===== config.mk =====
export PLATFORM = sky130hd
export DESIGN_NAME = ninebit_link_tx
export DESIGN_NICKNAME = d
export VERILOG_FILES = /design/src/rtl/ninebit_link_pkg.sv /design/src/rtl/link_tick_gen.sv /design/src/rtl/link_shifter.sv /design/src/rtl/link_packer.sv /design/src/rtl/ninebit_link_tx.sv
export SDC_FILE = /design/constraint.sdc
export NUM_CORES = 1
export LEC_CHECK = 0
export ABC_AREA = 1
export BUFFER_PORTS_ARGS = -buffer_cell sky130_fd_sc_hd__buf_2
export CORE_MARGIN = 4
export CORE_UTILIZATION = 50
export DETAILED_ROUTE_END_ITERATION = 12
export PLACE_DENSITY = 0.68
export SYNTH_ARGS = -nofsm -noshare
export SYNTH_HDL_FRONTEND = slang
export SYNTH_SLANG_ARGS = --single-unit

===== constraint.sdc =====
create_clock -name clk -period 6.4 [get_ports clk]
set_input_delay 0.64 -clock clk [delete_from_list [all_inputs] [get_ports clk]]
set_output_delay 0.64 -clock clk [all_outputs]
set_load 0.005 [all_outputs]

===== src/rtl/ninebit_link_pkg.sv =====
package ninebit_link_pkg;
    localparam int PAY_BITS    = 8;
    localparam int WORD_BITS   = PAY_BITS + 1;
    localparam int GROUP_WORDS = 8;
    localparam int GROUP_BITS  = GROUP_WORDS * WORD_BITS;
    localparam int GROUP_BYTES = GROUP_BITS / PAY_BITS;
    localparam int SLOT_W      = $clog2(GROUP_WORDS + 1);
    localparam int BYTE_SEL_W  = $clog2(GROUP_BYTES);

    typedef enum logic [2:0] {
        ST_IDLE,
        ST_NINE,
        ST_LAUNCH,
        ST_BYTE,
        ST_DESELECT
    } link_state_t;
endpackage


===== src/rtl/link_tick_gen.sv =====
module link_tick_gen #(
    parameter int HALF = 2
) (
    input  logic clk,
    input  logic rst_n,
    input  logic run,
    output logic tick
);
    localparam int CW = $clog2(HALF + 1);

    logic [CW-1:0] cnt_q;

    assign tick = run && (cnt_q == CW'(HALF - 1));

    always_ff @(posedge clk or negedge rst_n) begin
        if (!rst_n) begin
            cnt_q <= '0;
        end else if (!run || tick) begin
            cnt_q <= '0;
        end else begin
            cnt_q <= cnt_q + 1'b1;
        end
    end
endmodule


===== src/rtl/link_shifter.sv =====
module link_shifter
    import ninebit_link_pkg::*;
#(
    parameter int HALF = 2
) (
    input  logic                 clk,
    input  logic                 rst_n,
    input  logic                 start,
    input  logic                 nine,
    input  logic [WORD_BITS-1:0] word,
    output logic                 done,
    output logic                 sclk,
    output logic                 mosi
);
    localparam int LEFT_W = $clog2(WORD_BITS);

    logic [WORD_BITS-1:0] sh_q;
    logic [LEFT_W-1:0]    left_q;
    logic                 busy_q;
    logic                 sclk_q;
    logic                 tick;

    link_tick_gen #(.HALF(HALF)) u_tick (
        .clk   (clk),
        .rst_n (rst_n),
        .run   (busy_q),
        .tick  (tick)
    );

    assign done = busy_q && tick && sclk_q && (left_q == '0);
    assign sclk = sclk_q;
    assign mosi = sh_q[WORD_BITS-1];

    always_ff @(posedge clk or negedge rst_n) begin
        if (!rst_n) begin
            sh_q   <= '0;
            left_q <= '0;
            busy_q <= 1'b0;
            sclk_q <= 1'b0;
        end else if (start && !busy_q) begin
            sh_q   <= word;
            left_q <= nine ? LEFT_W'(WORD_BITS - 1) : LEFT_W'(PAY_BITS - 1);
            busy_q <= 1'b1;
            sclk_q <= 1'b0;
        end else if (busy_q && tick) begin
            if (!sclk_q) begin
                sclk_q <= 1'b1;
            end else begin
                sclk_q <= 1'b0;
                if (left_q == '0) begin
                    busy_q <= 1'b0;
                end else begin
                    sh_q   <= {sh_q[WORD_BITS-2:0], 1'b0};
                    left_q <= left_q - 1'b1;
                end
            end
        end
    end
endmodule


===== src/rtl/link_packer.sv =====
module link_packer
    import ninebit_link_pkg::*;
(
    input  logic                  clk,
    input  logic                  rst_n,
    input  logic                  wr,
    input  logic                  clr,
    input  logic                  dc,
    input  logic [PAY_BITS-1:0]   data,
    input  logic [BYTE_SEL_W-1:0] byte_sel,
    output logic [SLOT_W-1:0]     slot_cnt,
    output logic [PAY_BITS-1:0]   byte_out
);
    logic [GROUP_BITS-1:0] flat;

    for (genvar s = 0; s < GROUP_WORDS; s++) begin : g_slot
        logic [WORD_BITS-1:0] word_q;

        always_ff @(posedge clk or negedge rst_n) begin
            if (!rst_n) begin
                word_q <= '0;
            end else if (clr) begin
                word_q <= '0;
            end else if (wr && (slot_cnt == SLOT_W'(s))) begin
                word_q <= {dc, data};
            end
        end

        assign flat[GROUP_BITS-1-WORD_BITS*s -: WORD_BITS] = word_q;
    end

    always_ff @(posedge clk or negedge rst_n) begin
        if (!rst_n) begin
            slot_cnt <= '0;
        end else if (clr) begin
            slot_cnt <= '0;
        end else if (wr) begin
            slot_cnt <= slot_cnt + 1'b1;
        end
    end

    always_comb begin
        byte_out = PAY_BITS'(flat >> (GROUP_BITS - PAY_BITS * (int'(byte_sel) + 1)));
    end
endmodule


===== src/rtl/ninebit_link_tx.sv =====
module ninebit_link_tx
    import ninebit_link_pkg::*;
#(
    parameter int CLK_HALF = 2
) (
    input  logic                clk,
    input  logic                rst_n,
    input  logic                pack_mode,
    input  logic                in_valid,
    input  logic                in_dc,
    input  logic [PAY_BITS-1:0] in_data,
    output logic                in_ready,
    input  logic                flush,
    output logic                sclk,
    output logic                mosi,
    output logic                cs_n
);
    localparam logic [BYTE_SEL_W-1:0] LAST_BYTE = BYTE_SEL_W'(GROUP_BYTES - 1);
    localparam logic [SLOT_W-1:0]     LAST_SLOT = SLOT_W'(GROUP_WORDS - 1);

    link_state_t            state_q, state_d;
    logic                   cs_n_q;
    logic                   flushing_q;
    logic [BYTE_SEL_W-1:0]  byte_q;

    logic                   accept;
    logic                   eng_start, eng_nine, eng_done;
    logic [WORD_BITS-1:0]   eng_word;
    logic                   pk_wr, pk_clr;
    logic [SLOT_W-1:0]      pk_cnt;
    logic [PAY_BITS-1:0]    pk_byte;

    assign in_ready = (state_q == ST_IDLE) && !flush;
    assign accept   = in_valid && in_ready;
    assign cs_n     = cs_n_q;

    link_shifter #(.HALF(CLK_HALF)) u_shift (
        .clk   (clk),
        .rst_n (rst_n),
        .start (eng_start),
        .nine  (eng_nine),
        .word  (eng_word),
        .done  (eng_done),
        .sclk  (sclk),
        .mosi  (mosi)
    );

    link_packer u_pack (
        .clk      (clk),
        .rst_n    (rst_n),
        .wr       (pk_wr),
        .clr      (pk_clr),
        .dc       (in_dc),
        .data     (in_data),
        .byte_sel (byte_q),
        .slot_cnt (pk_cnt),
        .byte_out (pk_byte)
    );

    // state register
    always_ff @(posedge clk or negedge rst_n) begin
        if (!rst_n) begin
            state_q <= ST_IDLE;
        end else begin
            state_q <= state_d;
        end
    end

    // transitions
    always_comb begin
        state_d = state_q;
        unique case (state_q)
            ST_IDLE: begin
                if (flush) begin
                    if (pack_mode && (pk_cnt != '0)) begin
                        state_d = ST_LAUNCH;
                    end else if (!cs_n_q) begin
                        state_d = ST_DESELECT;
                    end
                end else if (in_valid) begin
                    if (!pack_mode) begin
                        state_d = ST_NINE;
                    end else if (pk_cnt == LAST_SLOT) begin
                        state_d = ST_LAUNCH;
                    end
                end
            end
            ST_NINE: begin
                if (eng_done) begin
                    state_d = ST_IDLE;
                end
            end
            ST_LAUNCH: begin
                state_d = ST_BYTE;
            end
            ST_BYTE: begin
                if (eng_done) begin
                    if (byte_q != LAST_BYTE) begin
                        state_d = ST_LAUNCH;
                    end else if (flushing_q) begin
                        state_d = ST_DESELECT;
                    end else begin
                        state_d = ST_IDLE;
                    end
                end
            end
            ST_DESELECT: begin
                state_d = ST_IDLE;
            end
            default: begin
                state_d = ST_IDLE;
            end
        endcase
    end

    // per-state outputs
    always_comb begin
        eng_start = 1'b0;
        eng_nine  = 1'b1;
        eng_word  = {in_dc, in_data};
        pk_wr     = 1'b0;
        pk_clr    = 1'b0;
        unique case (state_q)
            ST_IDLE: begin
                eng_start = accept && !pack_mode;
                pk_wr     = accept && pack_mode;
            end
            ST_NINE: begin
            end
            ST_LAUNCH: begin
                eng_start = 1'b1;
                eng_nine  = 1'b0;
                eng_word  = {pk_byte, 1'b0};
            end
            ST_BYTE: begin
                pk_clr = eng_done && (byte_q == LAST_BYTE);
            end
            ST_DESELECT: begin
            end
            default: begin
            end
        endcase
    end

    // select line, byte index and flush marker
    always_ff @(posedge clk or negedge rst_n) begin
        if (!rst_n) begin
            cs_n_q     <= 1'b1;
            flushing_q <= 1'b0;
            byte_q     <= '0;
        end else begin
            if (state_d == ST_DESELECT) begin
                cs_n_q <= 1'b1;
            end else if (accept) begin
                cs_n_q <= 1'b0;
            end

            if ((state_q == ST_IDLE) && flush && pack_mode && (pk_cnt != '0)) begin
                flushing_q <= 1'b1;
            end else if (pk_clr) begin
                flushing_q <= 1'b0;
            end

            if ((state_q == ST_BYTE) && eng_done) begin
                byte_q <= (byte_q == LAST_BYTE) ? '0 : byte_q + 1'b1;
            end
        end
    end
endmodule


## Word-level counts from Yosys, hierarchy flattened

Cells that the tools add are included.

- Input port bits: 14
- Bits in registers: 102
- Word-level logic and storage cells: 142
- Output and inout bits: 4

- Reduce and logical (&&, ||, !) cells: 47
- Mux-type cells: 55
- Shifts and indexed selects: 1
- Equality and inequality tests: 15
- Add/subtract/negate cells: 6

Operators with widths:

| cell | number |
|---|---|
| $mux 9 | 21 |
| $shr 72x32->8 | 1 |
| $mux 4 | 8 |
| $sub 8x32->32 const A | 1 |
| $mux 3 | 10 |
| $reduce_bool 2->1 | 14 |
| $logic_and 1x1->1 | 23 |
| $eq 4x3->1 const B | 4 |
| $mux 1 | 13 |
| $pmux 3 s4 | 1 |
| $add 4x1->4 const B | 2 |
| $eq 4x2->1 const B | 2 |
| $logic_not 4->1 | 2 |
| $eq 3x2->1 const B | 2 |
| $reduce_and 3->1 | 2 |
| $add 4x1->5 const B | 1 |
| $eq 4x1->1 const B | 1 |
| $eq 4x4->1 const B | 1 |
| $ne 4x4->1 const B | 1 |
| $reduce_bool 4->1 | 1 |
| $sub 4x1->4 const B | 1 |
| $eq 3x1->1 const B | 1 |
| $eq 3x3->1 const B | 1 |
| $logic_not 1->1 | 3 |
| 7 further kinds | 7 |

## Logic depth before layout (Yosys ltp)

- Depth in word-level cells: 9
- Gate-level depth with buffers: 17
- Mapped depth without buffers: 14

## By module

From an unflattened synthesis, not the netlist that was laid out.

- Cell total of the unflattened synthesis: 738
- Area total of the unflattened synthesis: 5711.7 sq um

By module, submodules not included:

| module | times used | seq. area each (sq um) | area each (sq um) | cells each |
|---|---|---|---|---|
| link_packer | 1 | 1901.8 | 4122.7 | 516 |
| link_shifter | 1 | 375.4 | 833.3 | 106 |
| ninebit_link_tx | 1 | 226.5 | 666.9 | 106 |
| link_tick_gen | 1 | 50.0 | 88.8 | 10 |

## Least setup slack after synthesis

OpenSTA, ideal clock, no wires.

- Kind: flip-flop to flip-flop
- Start point: reg byte_q[0]
- End point: reg u_shift.sh_q[4]
- Path buffers: 6
- Data required time: 6323 ps
- Library setup time: 77 ps
- Cell stages (with the launch flop): 18
- Data arrival time: 2937 ps
- Clock period less this slack: 3014 ps
- Slack: 3386 ps
- Cells stage by stage: dfrtp_1 buf_2 clkinv_1 buf_2 ha_1 buf_2 clkinv_1 buf_2 ha_1 clkbuf_1 inv_1 clkbuf_1 nand2_1 nand2_1 nand2_1 nand2_1 nand2_1 a21oi_1

- Cells in the longest elaborated chain, start to end: 5

RTL lines:

| what | RTL line | RTL |
|---|---|---|
| start, declared | ninebit_link_tx.sv:24 | `logic [BYTE_SEL_W-1:0] byte_q;` |
| start signal, assigned | ninebit_link_tx.sv:165 | `byte_q <= (byte_q == LAST_BYTE) ? '0 : byte_q + 1'b1;` |
| $add 4x1->5 | link_packer.sv:43 | `byte_out = PAY_BITS'(flat >> (GROUP_BITS - PAY_BITS * (int'(byte_sel) + 1)));` |
| $sub 8x32->32 | link_packer.sv:43 |  |
| $shr 72x32->8 | link_packer.sv:43 |  |
| $mux 9 | ninebit_link_tx.sv:123 | `unique case (state_q)` |
| $mux 9 | link_shifter.sv:40 | `end else if (start && !busy_q) begin` |
| end signal, assigned | link_shifter.sv:41 | `sh_q <= word;` |
| end signal, assigned | link_shifter.sv:53 | `sh_q <= {sh_q[WORD_BITS-2:0], 1'b0};` |
| end, declared | link_shifter.sv:17 | `logic [WORD_BITS-1:0] sh_q;` |

Every way passes these cells.
A chain may end at the register's enable or synchronous reset.

## Final worst setup path

- Start point: reg byte_q[0]
- End point: reg u_shift.sh_q[7]

The elaborated chain is that of the path after synthesis.

==> flow_metrics.py <==
metrics = {
    "status": {
        "status": "finished clean",
    },
    "worst_setup_path": {
        "end_kind": "register",
        "crit_type": "register to register",
        "cp_common_cell": "nor2_1",
        "cp_slowest_stage_delay_ps": 990,
        "cp_max_fo": 38,
        "cp-start-kind": "register",
        "path_buf_inv": 4,
        "worstPathArrival_ps": 5030,
        "crit_family": "buffers and inverters",
        "cpMaxStageDelayCell": "ha_1",
        "crit_chain": "buf_4 > clkinv_1 > ha_1 > clkinv_1 > ha_1 > inv_1 > o21ai_0 > nor2_1 > nand2_1 > nand2_1 > nor2_1 > nor2_1 > nor2_1",
        "worstPathRequired_ps": 6690,
    },
    "sta": {
        "fin_crit_sh_pct": 74.1,
        "rsz0062_at_grt": "false",
        "clock_skew_ps": 11.7,
        "finalSetupViolations": 0,
        "tightest_slew_ps": 896,
        "fin_tns_setup_ps": 0,
        "period_needed_ps": 4740,
        "slew_viol_final": 0,
        "relSlewSlack_pct": 39.9,
        "clock.fmax_mhz": 211,
        "hold_viol": 0,
    },
    "floorplan": {
        "core_um2": 10800,
        "ios": 18,
        "die_h_um": 113,
        "die_x_um": 113,
        "start_util_pct": 51.1,
        "dieArea_um2": 12800,
        "num_rows": 38,
    },
    "clocking": {
        "postCtsSetupBuffers": 0,
        "cts_max_level": 3,
        "hold_buffers": 0,
        "clock_path_buffers": 2,
        "post_cts_resized": 0,
        "clock-sinks": 102,
        "cts_buffers": 9,
        "clk_latency_ps": 390,
        "clk_pin_slew_ps": 110,
        "cts_tree": "yes",
        "clockRootBuffer": "clkbuf_8",
    },
    "drt": {
        "antenna_left": 0,
        "dr.pass1.iters": 5,
        "drc_errors": 0,
        "vias": 4638,
        "via_per_inst": 5.32,
        "drt_wl_total_mm": 13.6,
        "drt-initial-drc-count": 395,
        "detail_route.wl_per_cell_um": 15.6,
    },
    "finish": {
        "layout_commonest_cell": "nand2_1",
        "area_growth_pct": 6.45,
        "diodes": 0,
        "fill_cells": 1020,
        "mostFrequentLayoutCells": "nand2_1, inv_1, dfrtp_1",
        "nNetsFinal": 751,
        "drive_above_1_share_pct": 9.99,
    },
    "global_route": {
        "first_global_vias": 4593,
        "track_usage_pct": 22.4,
        "grt_start_max_net_pins": 63,
        "grt_pass1_wl_mm": 22.6,
        "grt.overflow.total": 0,
        "grt_antenna_before_repair": 0,
    },
    "power_and_ir_drop": {
        "ir_drop_mv": 0.189,
        "power_density_nw_per_um2": 423,
        "p_leak_nw": 2.99,
        "p_total_mw": 2.48,
    },
    "yosys": {
        "yosysTopAreaCellShare_pct": 45.9,
        "ys_types": 34,
        "async_reset_ff_share_pct": 100,
        "synthFlopType": "dfrtp_1",
        "yosys_warnings": 0,
        "syn_area_per_cell_um2": 7.65,
        "mappedNetlistArea_um2": 5510,
        "netlist_instances": 720,
        "ys_top_cells_by_area": "dfrtp_1, nand2_1, inv_1",
        "ys_ff_latch": 102,
        "syn_nets": 745,
        "synth_edf_count": 0,
        "yosysTopAreaCell": "dfrtp_1",
        "synth-seq-area-share_pct": 46.3,
    },
    "placement": {
        "portBuffers": 17,
        "gp_congestion": 0.998,
        "dp_hpwl_mm": 9.41,
    },
    "job": {
        "cap_violations": 0,
    },
    "hold_path": {
        "hp-class": "input pin to async pin",
    },
}
==> stage by stage <==
| step | std cells | hold slack (ps) | area (um^2) | worst slack, ps | utilization (%) |
|---|---|---|---|---|---|
| 2_1_floorplan | 720 | 344 | 5510 | 3390 | - |
| 3_3_place_gp | 855 | 427 | 5640 | 2010 | 52.2 |
| 6_report | 871 | 213 | 5870 | 1660 | 54.3 |
| 4_1_cts | 871 | 226 | 5870 | 1750 | 54.3 |
| 3_5_place_dp | 855 | 443 | 5640 | 1790 | 52.2 |
| 5_1_grt | 871 | 242 | 5870 | 1240 | 54.3 |
==> final cells by class <==
class	count	area, um^2	area share [%]
Inverter	114	433	7.38
Sequential cell	102	2550	43.5
Clock buffer	9	124	2.11
Multi-Input combinational cell	480	2370	40.5
Timing Repair Buffer	19	103	1.75
Clock inverter	7	104	1.77
Tap cell	140	175	2.99
==> flip-flops by register name (all words and copies together), names as in the netlist <==
signal and cells:
u_pack.g_slot.word_q 72, u_shift.sh_q 9, byte_q 4, u_pack.slot_cnt 4, u_shift.left_q 4, state_q 3, u_shift.u_tick.cnt_q 2, cs_n 1
flushing_q 1, u_shift.busy_q 1, u_shift.sclk 1
==> Yosys cell counts, types with 6 or more instances <==
cell and number:
buf_2 9, inv_1 109, o21ai_0 26, clkbuf_1 7, nand2_1 225, a21oi_1 14
nand4_1 11, o21ai_1 36, nor2_4 13, nand3_1 50, ha_1 11, o21ai_2 9
dfrtp_1 101, o22ai_1 29, nor2_1 34, buf_6 6
==> routing by layer <==
| layer | vias to the layer above | track usage (%) | wire length, um |
|---|---|---|---|
| li1 | 2294 | - | - |
| met1 | 2199 | 29.6 | 6170 |
| met2 | 119 | 35.8 | 6370 |
| met3 | 26 | 5.51 | 648 |
| met4 | 0 | 8.73 | 367 |
| met5 | - | 0 | 0 |
==> cells by family after synthesis <==
group                      count (synthesis)  share of synthesized area (%)
xor gates and xnor gates                   2                          0.318
DFF                                      102                           46.3
and+or+nand+nor                          350                           28.2
buffers and inverters                    138                           10.6
adders and majority gates                 11                           2.50
AOI/OAI and AO/OA                        117                           12.1
==> worst paths after layout <==
path | slack, ps | cells past startpoint | end | startpoint
max | 1660 | 13 | u_shift.sh_q[7] | byte_q[0]
min | 210 | 1 | u_pack.g_slot[6].word_q[1] | rst_n
max reg2reg | 1660 | 13 | u_shift.sh_q[7] | byte_q[0]
min reg2reg | 460 | 1 | u_shift.u_tick.cnt_q[0] | u_shift.u_tick.cnt_q[0]
max in group asynchronous | 5000 | 2 | flushing_q | rst_n
min in group clk | 460 | 1 | u_shift.u_tick.cnt_q[0] | u_shift.u_tick.cnt_q[0]
==> report_power, final <==
| group | switching (mW) | total (mW) | internal [mW] |
|---|---|---|---|
| sequential | 0.101 | 0.944 | 0.843 |
| clock | 0.242 | 0.468 | 0.226 |
| combinational | 0.724 | 1.07 | 0.344 |
No activity file was read; power rests on OpenSTA's default activity.
